==> src/rtl/mbist_pkg.sv <==
package mbist_pkg;

   typedef enum logic [3:0] {
      S_IDLE,
      S_FILL,
      S_PREV,
      S_PREV_W,
      S_CUR,
      S_CUR_W,
      S_WR,
      S_CHK,
      S_CHK_W,
      S_FIN
   } mbist_state_t;

   localparam int MIN_REGION_WORDS = 6;
   localparam int CHECK_WORDS      = 3;

   function automatic logic [1:0] phase_next(input logic [1:0] p);
      return (p == 2'd2) ? 2'd0 : p + 2'd1;
   endfunction

endpackage

==> src/rtl/mbist_pattern.sv <==
module mbist_pattern #(
   parameter int DW = 32
) (
   input  logic [1:0]    phase,
   output logic [DW-1:0] pat
);
   // bit i is zero in the one phase for which (i + phase) mod 3 == 1
   for (genvar i = 0; i < DW; i++) begin : g_bit
      localparam logic [1:0] ZERO_PH = 2'((4 - (i % 3)) % 3);
      assign pat[i] = (phase != ZERO_PH);
   end
endmodule

==> src/rtl/mbist_addr.sv <==
module mbist_addr #(
   parameter int AW = 10,
   parameter int IW = AW + 1
) (
   input  logic [AW-1:0] lo,
   input  logic [AW-1:0] hi,
   input  logic          desc,
   input  logic [IW-1:0] idx,
   output logic [AW-1:0] addr
);
   logic [IW-1:0] up_a;
   logic [IW-1:0] dn_a;

   assign up_a = {1'b0, lo} + idx;
   assign dn_a = {1'b0, hi} - IW'(1) - idx;
   assign addr = desc ? dn_a[AW-1:0] : up_a[AW-1:0];
endmodule

==> src/rtl/mbist_rdwait.sv <==
module mbist_rdwait #(
   parameter int LAT = 2
) (
   input  logic clk,
   input  logic rst_n,
   input  logic issue,
   output logic hit
);
   if (LAT == 1) begin : g_one
      logic q;
      always_ff @(posedge clk or negedge rst_n) begin
         if (!rst_n) q <= 1'b0;
         else        q <= issue;
      end
      assign hit = q;
   end else begin : g_cnt
      localparam int CW = $clog2(LAT + 1);
      logic [CW-1:0] cnt;
      always_ff @(posedge clk or negedge rst_n) begin
         if (!rst_n)                  cnt <= '0;
         else if (issue)              cnt <= CW'(1);
         else if (cnt == CW'(LAT))    cnt <= '0;
         else if (cnt != '0)          cnt <= cnt + CW'(1);
      end
      assign hit = (cnt == CW'(LAT));
   end
endmodule

==> src/rtl/mbist_mod3.sv <==
module mbist_mod3
   import mbist_pkg::*;
#(
   parameter int AW     = 10,
   parameter int DW     = 32,
   parameter int RD_LAT = 2
) (
   input  logic          clk,
   input  logic          rst_n,
   input  logic          start,
   input  logic          descend,
   input  logic [AW-1:0] start_addr,
   input  logic [AW-1:0] end_addr,
   output logic          busy,
   output logic          done,
   output logic          err_short,
   output logic [DW-1:0] bad_mask,
   output logic [AW-1:0] mem_addr,
   output logic          mem_we,
   output logic [DW-1:0] mem_wdata,
   output logic          mem_re,
   input  logic [DW-1:0] mem_rdata
);
   localparam int IW = AW + 1;
   localparam logic [IW-1:0] MIN_N  = IW'(MIN_REGION_WORDS);
   localparam logic [IW-1:0] N_CHK  = IW'(CHECK_WORDS);

   if (AW < 3)     begin : g_bad_aw  $error("AW must allow six words"); end
   if (DW < 3)     begin : g_bad_dw  $error("DW must hold a full pattern period"); end
   if (RD_LAT < 1) begin : g_bad_lat $error("RD_LAT must be at least one"); end

   mbist_state_t  state_q;
   logic [AW-1:0] lo_q, hi_q;
   logic          desc_q;
   logic [IW-1:0] nw_q, idx_q, idx_sel;
   logic [1:0]    phase_q, nmod3_q, pat_ph, chk_n_q;
   logic          pass_q, err_q, rd_hit;
   logic [DW-1:0] prev_q, cur_q, mask_q, pat;
   logic [IW-1:0] span;
   logic          too_short, last_word;

   assign span      = {1'b0, end_addr} - {1'b0, start_addr};
   assign too_short = span[AW] | (span < MIN_N);
   assign last_word = (idx_q == nw_q - IW'(1));

   mbist_pattern #(.DW(DW)) u_pat (
      .phase (pat_ph),
      .pat   (pat)
   );

   mbist_addr #(.AW(AW), .IW(IW)) u_addr (
      .lo   (lo_q),
      .hi   (hi_q),
      .desc (desc_q),
      .idx  (idx_sel),
      .addr (mem_addr)
   );

   mbist_rdwait #(.LAT(RD_LAT)) u_wait (
      .clk   (clk),
      .rst_n (rst_n),
      .issue (mem_re),
      .hit   (rd_hit)
   );

   always_comb begin
      pat_ph    = phase_q;
      idx_sel   = idx_q;
      mem_we    = 1'b0;
      mem_re    = 1'b0;
      mem_wdata = pat;
      unique case (state_q)
         S_FILL: mem_we = 1'b1;
         S_PREV: begin
            pat_ph = pass_q ? 2'd0 : 2'd1;
            if (idx_q != '0) begin
               mem_re  = 1'b1;
               idx_sel = idx_q - IW'(1);
            end
         end
         S_CUR, S_CHK: mem_re = 1'b1;
         S_WR: begin
            mem_we    = 1'b1;
            mem_wdata = cur_q ^ prev_q;
         end
         default: ;
      endcase
   end

   always_ff @(posedge clk or negedge rst_n) begin
      if (!rst_n) begin
         state_q <= S_IDLE;
         lo_q    <= '0;
         hi_q    <= '0;
         desc_q  <= 1'b0;
         nw_q    <= '0;
         idx_q   <= '0;
         phase_q <= 2'd0;
         nmod3_q <= 2'd0;
         chk_n_q <= 2'd0;
         pass_q  <= 1'b0;
         err_q   <= 1'b0;
         prev_q  <= '0;
         cur_q   <= '0;
         mask_q  <= '0;
      end else begin
         unique case (state_q)
            S_IDLE: if (start) begin
               lo_q    <= start_addr;
               hi_q    <= end_addr;
               desc_q  <= descend;
               nw_q    <= span;
               idx_q   <= '0;
               phase_q <= 2'd0;
               pass_q  <= 1'b0;
               mask_q  <= '0;
               err_q   <= too_short;
               state_q <= too_short ? S_FIN : S_FILL;
            end
            S_FILL: begin
               phase_q <= phase_next(phase_q);
               if (last_word) begin
                  nmod3_q <= phase_next(phase_q);
                  idx_q   <= '0;
                  state_q <= S_PREV;
               end else begin
                  idx_q <= idx_q + IW'(1);
               end
            end
            S_PREV: begin
               if (idx_q == '0) begin
                  prev_q  <= pat;
                  state_q <= S_CUR;
               end else begin
                  state_q <= S_PREV_W;
               end
            end
            S_PREV_W: if (rd_hit) begin
               prev_q  <= mem_rdata;
               state_q <= S_CUR;
            end
            S_CUR: state_q <= S_CUR_W;
            S_CUR_W: if (rd_hit) begin
               cur_q   <= mem_rdata;
               state_q <= S_WR;
            end
            S_WR: begin
               if (!last_word) begin
                  idx_q   <= idx_q + IW'(1);
                  state_q <= S_PREV;
               end else if (!pass_q) begin
                  pass_q  <= 1'b1;
                  idx_q   <= '0;
                  state_q <= S_PREV;
               end else begin
                  idx_q   <= nw_q - N_CHK;
                  phase_q <= phase_next(nmod3_q);
                  chk_n_q <= 2'd0;
                  state_q <= S_CHK;
               end
            end
            S_CHK: state_q <= S_CHK_W;
            S_CHK_W: if (rd_hit) begin
               mask_q  <= mask_q | (mem_rdata ^ pat);
               phase_q <= phase_next(phase_q);
               idx_q   <= idx_q + IW'(1);
               if (chk_n_q == 2'(CHECK_WORDS - 1)) begin
                  state_q <= S_FIN;
               end else begin
                  chk_n_q <= chk_n_q + 2'd1;
                  state_q <= S_CHK;
               end
            end
            S_FIN: state_q <= S_IDLE;
            default: state_q <= S_IDLE;
         endcase
      end
   end

   assign busy      = (state_q != S_IDLE) && (state_q != S_FIN);
   assign done      = (state_q == S_FIN);
   assign err_short = err_q;
   assign bad_mask  = mask_q;

endmodule

==> config.mk <==
export PLATFORM = sky130hd
export DESIGN_NAME = mbist_mod3
export DESIGN_NICKNAME = d
export VERILOG_FILES = /design/src/rtl/mbist_pkg.sv /design/src/rtl/mbist_pattern.sv /design/src/rtl/mbist_addr.sv /design/src/rtl/mbist_rdwait.sv /design/src/rtl/mbist_mod3.sv
export SDC_FILE = /design/constraint.sdc
export NUM_CORES = 1
export LEC_CHECK = 0
export ABC_CLOCK_PERIOD_IN_PS = 3500
export BUFFER_PORTS_ARGS = -buffer_cell sky130_fd_sc_hd__buf_4
export CORE_ASPECT_RATIO = 0.5
export CORE_MARGIN = 4
export CORE_UTILIZATION = 45
export DETAILED_ROUTE_END_ITERATION = 16
export GPL_TIMING_DRIVEN = 0
export PLACE_DENSITY = 0.78
export SYNTH_ARGS = -nofsm -noshare
export SYNTH_HDL_FRONTEND = slang
export SYNTH_SLANG_ARGS = --single-unit
==> constraint.sdc <==
create_clock -name clk -period 3.5 [get_ports clk]
set_input_delay 0.525 -clock clk [delete_from_list [all_inputs] [get_ports clk]]
set_output_delay 0.525 -clock clk [all_outputs]
set_load 0.02 [all_outputs]
---- Word-level counts from Yosys, hierarchy flattened ----
Index checks and enable logic that the tools add are counted.
storage, ports and cells
  register bits after elaboration ......... 153
  input port bits ......................... 56
  output and inout bits ................... 79
  logic and storage cells ................. 133
cells by class
  add/sub/neg operators ................... 12
  order comparisons ....................... 1
  equal/unequal tests ..................... 26
  multiplexer cells ....................... 50
  bitwise operators ....................... 4
  reductions and logical operators ........ 25
operators with widths
  operator                                                               count
  32-bit two-way mux                                                     5
  32-bit case mux with 2 select lines                                    2
  32-bit XOR                                                             2
  11-bit two-way mux                                                     5
  11-bit case mux with 4 select lines                                    1
  4-bit case mux with 9 select lines                                     1
  32-bit OR                                                              1
  10-bit two-way mux                                                     3
  2-bit two-way mux                                                      14
  4-bit two-way mux                                                      7
  2-bit != test, second input constant                                   10
  10-bit by 1-bit subtractor with 10-bit output, second input constant   2
  4-bit by 3-bit == test with 1-bit output, second input constant        4
  5-bit AND reduction                                                    3
  3-bit AND reduction                                                    4
  2-bit nonzero test                                                     6
  11-bit by 1-bit adder with 11-bit output, second input constant        1
  11-bit == test                                                         1
  11-bit zero test                                                       1
  11-bit by 3-bit < comparator with 1-bit output, second input constant  1
  11-bit nonzero test                                                    1
  10-bit by 10-bit subtractor with 11-bit output                         1
  11-bit by 1-bit subtractor with 11-bit output, second input constant   1
  11-bit by 2-bit subtractor with 11-bit output, second input constant   1
  21 further kinds                                                       40

---- Logic depth before layout (Yosys ltp) ----
  word-level depth ........................ 7
  mapped depth ............................ 18
  depth with buffers taken out ............ 16

---- Hierarchy ----
A second synthesis with hierarchy kept.
unflattened totals
  cell total of the unflattened synthesis .. 1102
  area total of the unflattened synthesis .. 9778.1 sq um
by module, submodules not included
  module         instances  cells an instance  area an instance (sq um)  seq. area each (sq um)
  mbist_mod3     1          936                8543.2                    3778.6
  mbist_addr     1          129                923.4                     0.0
  mbist_pattern  1          32                 236.5                     0.0
  mbist_rdwait   1          5                  75.1                      50.0

---- Worst setup path after synthesis ----
No wires, ideal clock.
  path type ............................... register to output
  start point ............................. register idx_q[0]
  end point ............................... output port mem_addr[9]
  data arrival time ....................... 3509 ps
  required time ........................... 2975 ps
  path slack .............................. -534 ps
  stages on the path, launching flop included .. 19
  path buffers ............................ 2
  path through ............................ dfrtp_1 clkbuf_1 inv_1 ha_1 nor2b_1 a21oi_1 clkbuf_1 nor2_1 a21oi_1 inv_1 ha_1 a21o_1 a211oi_1 nor2_1 nor4_1 o41ai_1 xnor2_1 mux2i_1 xnor2_1
on the way
  cells in the longest elaborated chain, start to end .. 5
  elaborated cells on any way between the ends .. 7
  those cells by class .................... add/sub (3); mux (3); reduce/logical (1)
ends and longest elaborated chain
  element                                                                                      line                                RTL
  from (decl)                                                                                  mbist_mod3.sv:35                    logic [IW-1:0] nw_q, idx_q, idx_sel;
  from (signal assigned)                                                                       mbist_mod3.sv:127                   idx_q <= idx_q + IW'(1);
  from (signal assigned)                                                                       mbist_mod3.sv:149                   idx_q <= idx_q + IW'(1);
  from (signal assigned)                                                                       mbist_mod3.sv:156                   idx_q <= nw_q - N_CHK;
  10-bit by 1-bit subtractor with 10-bit output / 11-bit nonzero test (equally long branches)  mbist_mod3.sv:78, mbist_mod3.sv:76
  10-bit two-way mux                                                                           mbist_mod3.sv:76                    if (idx_q != '0) begin
  10-bit two-way mux (*)                                                                       mbist_mod3.sv:72                    unique case (state_q)
  10-bit adder / 10-bit subtractor (equally long branches)                                     mbist_addr.sv:14, mbist_addr.sv:15
  10-bit two-way mux (*)                                                                       mbist_addr.sv:16                    assign addr = desc ? dn_a[AW-1:0] : up_a[AW-1:0];
  to (decl)                                                                                    mbist_mod3.sv:18                    output logic [AW-1:0] mem_addr,
Mark *: on every way between the ends. The rest lies on a longest branch, timed or not.

---- Worst setup path after layout ----
  start point ............................. register idx_q[3]
  end point ............................... output port mem_addr[9]
The elaborated chain is that of the path after synthesis.

==> flow_summary.yaml <==
sta:
  setup_viol_count_final: 9
  hold-worst-slack_ps: 109
  layout_setup_ws_ps: -1070
  min_period_over_period_pct: 130
  rsz0062_at_grt: "true"
  fmaxAchievable_ghz: 0.219
  finalHoldViolations: 0
  final_period_minus_worst_setup_slack_ps: 4570
  worst-slew-pin-transition_ps: 974
  final.setup_skew_ps: 10.7
  maxSlewHeadroom_pct: 35.1
  final_count_of_pins_violating_max_slew: 0
drt:
  drt-total-wl_mm: 28.6
  via_per_inst: 5.76
  detail_route.drc_violations: 0
  drtPass1Iterations: 5
  via_count: 8644
  antenna_violating_nets_post_route: 0
  drtIter0Drc: 679
  wire_per_inst_um: 19.1
pwr:
  pwr_density_cell_mw_per_mm2: 1030
  p_total_mw: 12.3
  pleak_nw: 5.45
  vdd.ir_drop.worst_uv: 591
cells_and_area:
  most-common-layout-cells: "161 x buf_4, 150 x dfrtp_1, 126 x nand2_1"
  finalNetCount: 1315
  mostFrequentLayoutCell: "buf_4"
  diodes_inserted: 0
  syn_to_final_growth_pct: 30.0
  fillCellCount: 1604
  drive_gt1_share_pct: 26.8
synth:
  syn_nets: 1131
  post_synth_inst_count: 1039
  synth_area_leader: "dfrtp_1"
  ys_seq_elements: 153
  ys_dominant_reg_cell: "dfrtp_1"
  async_flop_share_pct: 100
  yosys.cell_types.count: 66
  yosys_warnings: 0
  avgSynthCellArea_um2: 8.87
  edff_count_synth: 0
  netlist_area_mm2: 0.00921
  yosysSeqAreaShare_pct: 41.6
  yosys-top-cells-area: "dfrtp_1 42%, xnor2_1 7.5%, a21oi_1 6.2%"
  synth_top_area_share_pct: 41.6
grt:
  grt.overflow.total: 0
  grt_first_pass_wirelength_mm: 45.3
  global_route_total_usage_across_every_layer_pct: 24.9
  grt_pass1_vias: 8641
  antenna_violations_before_repair: 0
  maximum_number_of_pins_on_one_net_before_global_route_repair: 81
clock_network:
  clock_latency_at_the_later_pin_of_the_worst_skew_pair_ps: 440
  clock_tree_root: "clkbuf_16"
  cts.sink_count: 153
  ctsHtreeMaxLevel: 4
  clk_pin_slew_worst_paths_ps: 60
  cts_tree: "done"
  cts-buffers-inserted: 17
  clk_path_buf_depth: 2
worst_setup_path:
  cp.required_ps: 2970
  criticalPathCategory: "reg -> out"
  cp_data_arrival_time_ps: 4040
  setup.worst_path.start_class: "flop"
  setup_crit_end_kind: "output port"
  worst-path-max-fanout: 6
placement:
  post_place_setup_slack_ps: -1050
  buffer_ports.inserted: 134
  detailed_place_hpwl_mm: 19.8
  replace_congestion: 0.910
min_path:
  holdCritPathClass: "in -> async"
floorplan:
  fp-row-count: 36
  core_mm2: 0.0198
  chipWidth_um: 210
  total_die_area_mm2: 0.0230
  boundary_pin_count: 135
  die-height_um: 109
  floorplan.initialDensity_pct: 46.6
flow_run:
  max_cap_viol_count: 0
outcome:
  status: "complete, but fails checks"
  violations_in_the_final_reports: "negative setup slack"
area by class of cell:
type                            instances  area (um^2)  share of cell area (%)
Tap cell                              266          333                    2.78
Buffer                                 64          287                    2.39
Multi-Input combinational cell        783         5500                    45.9
Clock buffer                           21          470                    3.93
Sequential cell                       153         3830                    32.0
Timing Repair Buffer                  167         1310                    10.9
Inverter                               37          143                    1.19
Clock inverter                          9          113                   0.940
where the power goes:
| part | total, mW | internal [mW] | switching (mW) | leakage, nW |
|---|---|---|---|---|
| Sequential | 2.99 | 2.45 | 0.545 | 1.93 |
| Clock | 1.90 | 1.11 | 0.791 | 0.287 |
| Combinational | 7.42 | 3.22 | 4.20 | 3.23 |
| Total | 12.3 | 6.78 | 5.54 | 5.45 |
metrics by stage:
stage | std cells | TNS (ps) | utilization (%) | area, um^2
after global routing | 1500 | -7900 | 60.6 | 12000
after CTS | 1496 | -5700 | 59.8 | 11800
final | 1500 | -6080 | 60.6 | 12000
after floorplan | 1039 | -759 | - | 9330
after detailed placement | 1440 | -4080 | 54.1 | 10700
after global placement | 1439 | -3580 | 54.0 | 10700
Yosys cell counts (22+ instances only):
library cell and n:
a21oi_1 115, dfrtp_1 153, xor2_1 33, o21ai_0 88
nor3_1 24, ha_1 33, clkbuf_1 54, inv_1 37
mux2_2 38, nor2_1 82, xnor2_1 79, nand2_1 129
nand3_1 22
critical path, cell delays in order (launching register included):
cell     delay (ps)
dfrtp_2         430
nor4_4          370
nand2_2         130
nor4_4          230
a21oi_4         110
buf_8           160
nand2_4          70
nor2_4           50
xnor2_4         240
inv_2            70
ha_4            270
o21ai_2          50
nor2_2          220
nor4_4           80
o41ai_2         390
xnor2_1         130
mux2i_2         290
xnor2_2         150
buf_4           160
final timing paths:
check                      cells after the start  slack (ps)                         endpoint                             from
min reg2reg                                    1         450  u_wait.g_cnt.cnt[1]$_DFFE_PN0P_  u_wait.g_cnt.cnt[1]$_DFFE_PN0P_
max in group asynchronous                      2        2460             idx_q[1]$_DFFE_PN0P_                            rst_n
max reg2reg                                   13         110             idx_q[4]$_DFFE_PN0P_              nw_q[0]$_DFFE_PN0P_
max                                           18       -1070                      mem_addr[9]             idx_q[3]$_DFFE_PN0P_
min in group clk                               3         270               desc_q$_DFFE_PN0P_                          descend
min                                            1         110         bad_mask[15]$_DFFE_PN0P_                            rst_n
sequential cells by signal, summed over array words and instances (netlist names), 2 cells and up:
| register | flops |
|---|---|
| phase_q | 2 |
| hi_q | 10 |
| lo_q | 10 |
| nw_q | 11 |
| u_wait.g_cnt.cnt | 2 |
| chk_n_q | 2 |
| bad_mask | 32 |
| state_q | 4 |
| prev_q | 32 |
| cur_q | 32 |
| nmod3_q | 2 |
| idx_q | 11 |
logic make-up (layout without fill, tap and decap cells):
| logic type | Yosys count | after routing | synth area share (%) |
|---|---|---|---|
| flops | 153 | 153 | 41.6 |
| simple gates | 320 | 320 | 15.9 |
| fa+ha+maj | 36 | 36 | 5.13 |
| compound gates | 276 | 276 | 17.6 |
| buf+inv | 103 | 298 | 4.31 |
| mux | 39 | 39 | 4.75 |
| xor+xnor | 112 | 112 | 10.6 |
what timing repair did:
item                       4_1_cts  5_1_grt
gates cloned                     0        0
setup buffers                   27        8
gates resized for setup         66       30
pin swaps                       26       10
setup endpoints to repair       48       53
hold buffers                     0        0
layer usage:
layer | global-route usage [%] | vias to the layer above | part of all wire [%]
met4 | 8.84 | 0 | 2.8
met1 | 32.1 | 4245 | 42
met5 | 0 | - | 0
met3 | 5.55 | 70 | 6.7
li1 | - | 3956 | -
met2 | 42.0 | 373 | 48
No activity file was read; power rests on OpenSTA's default activity.
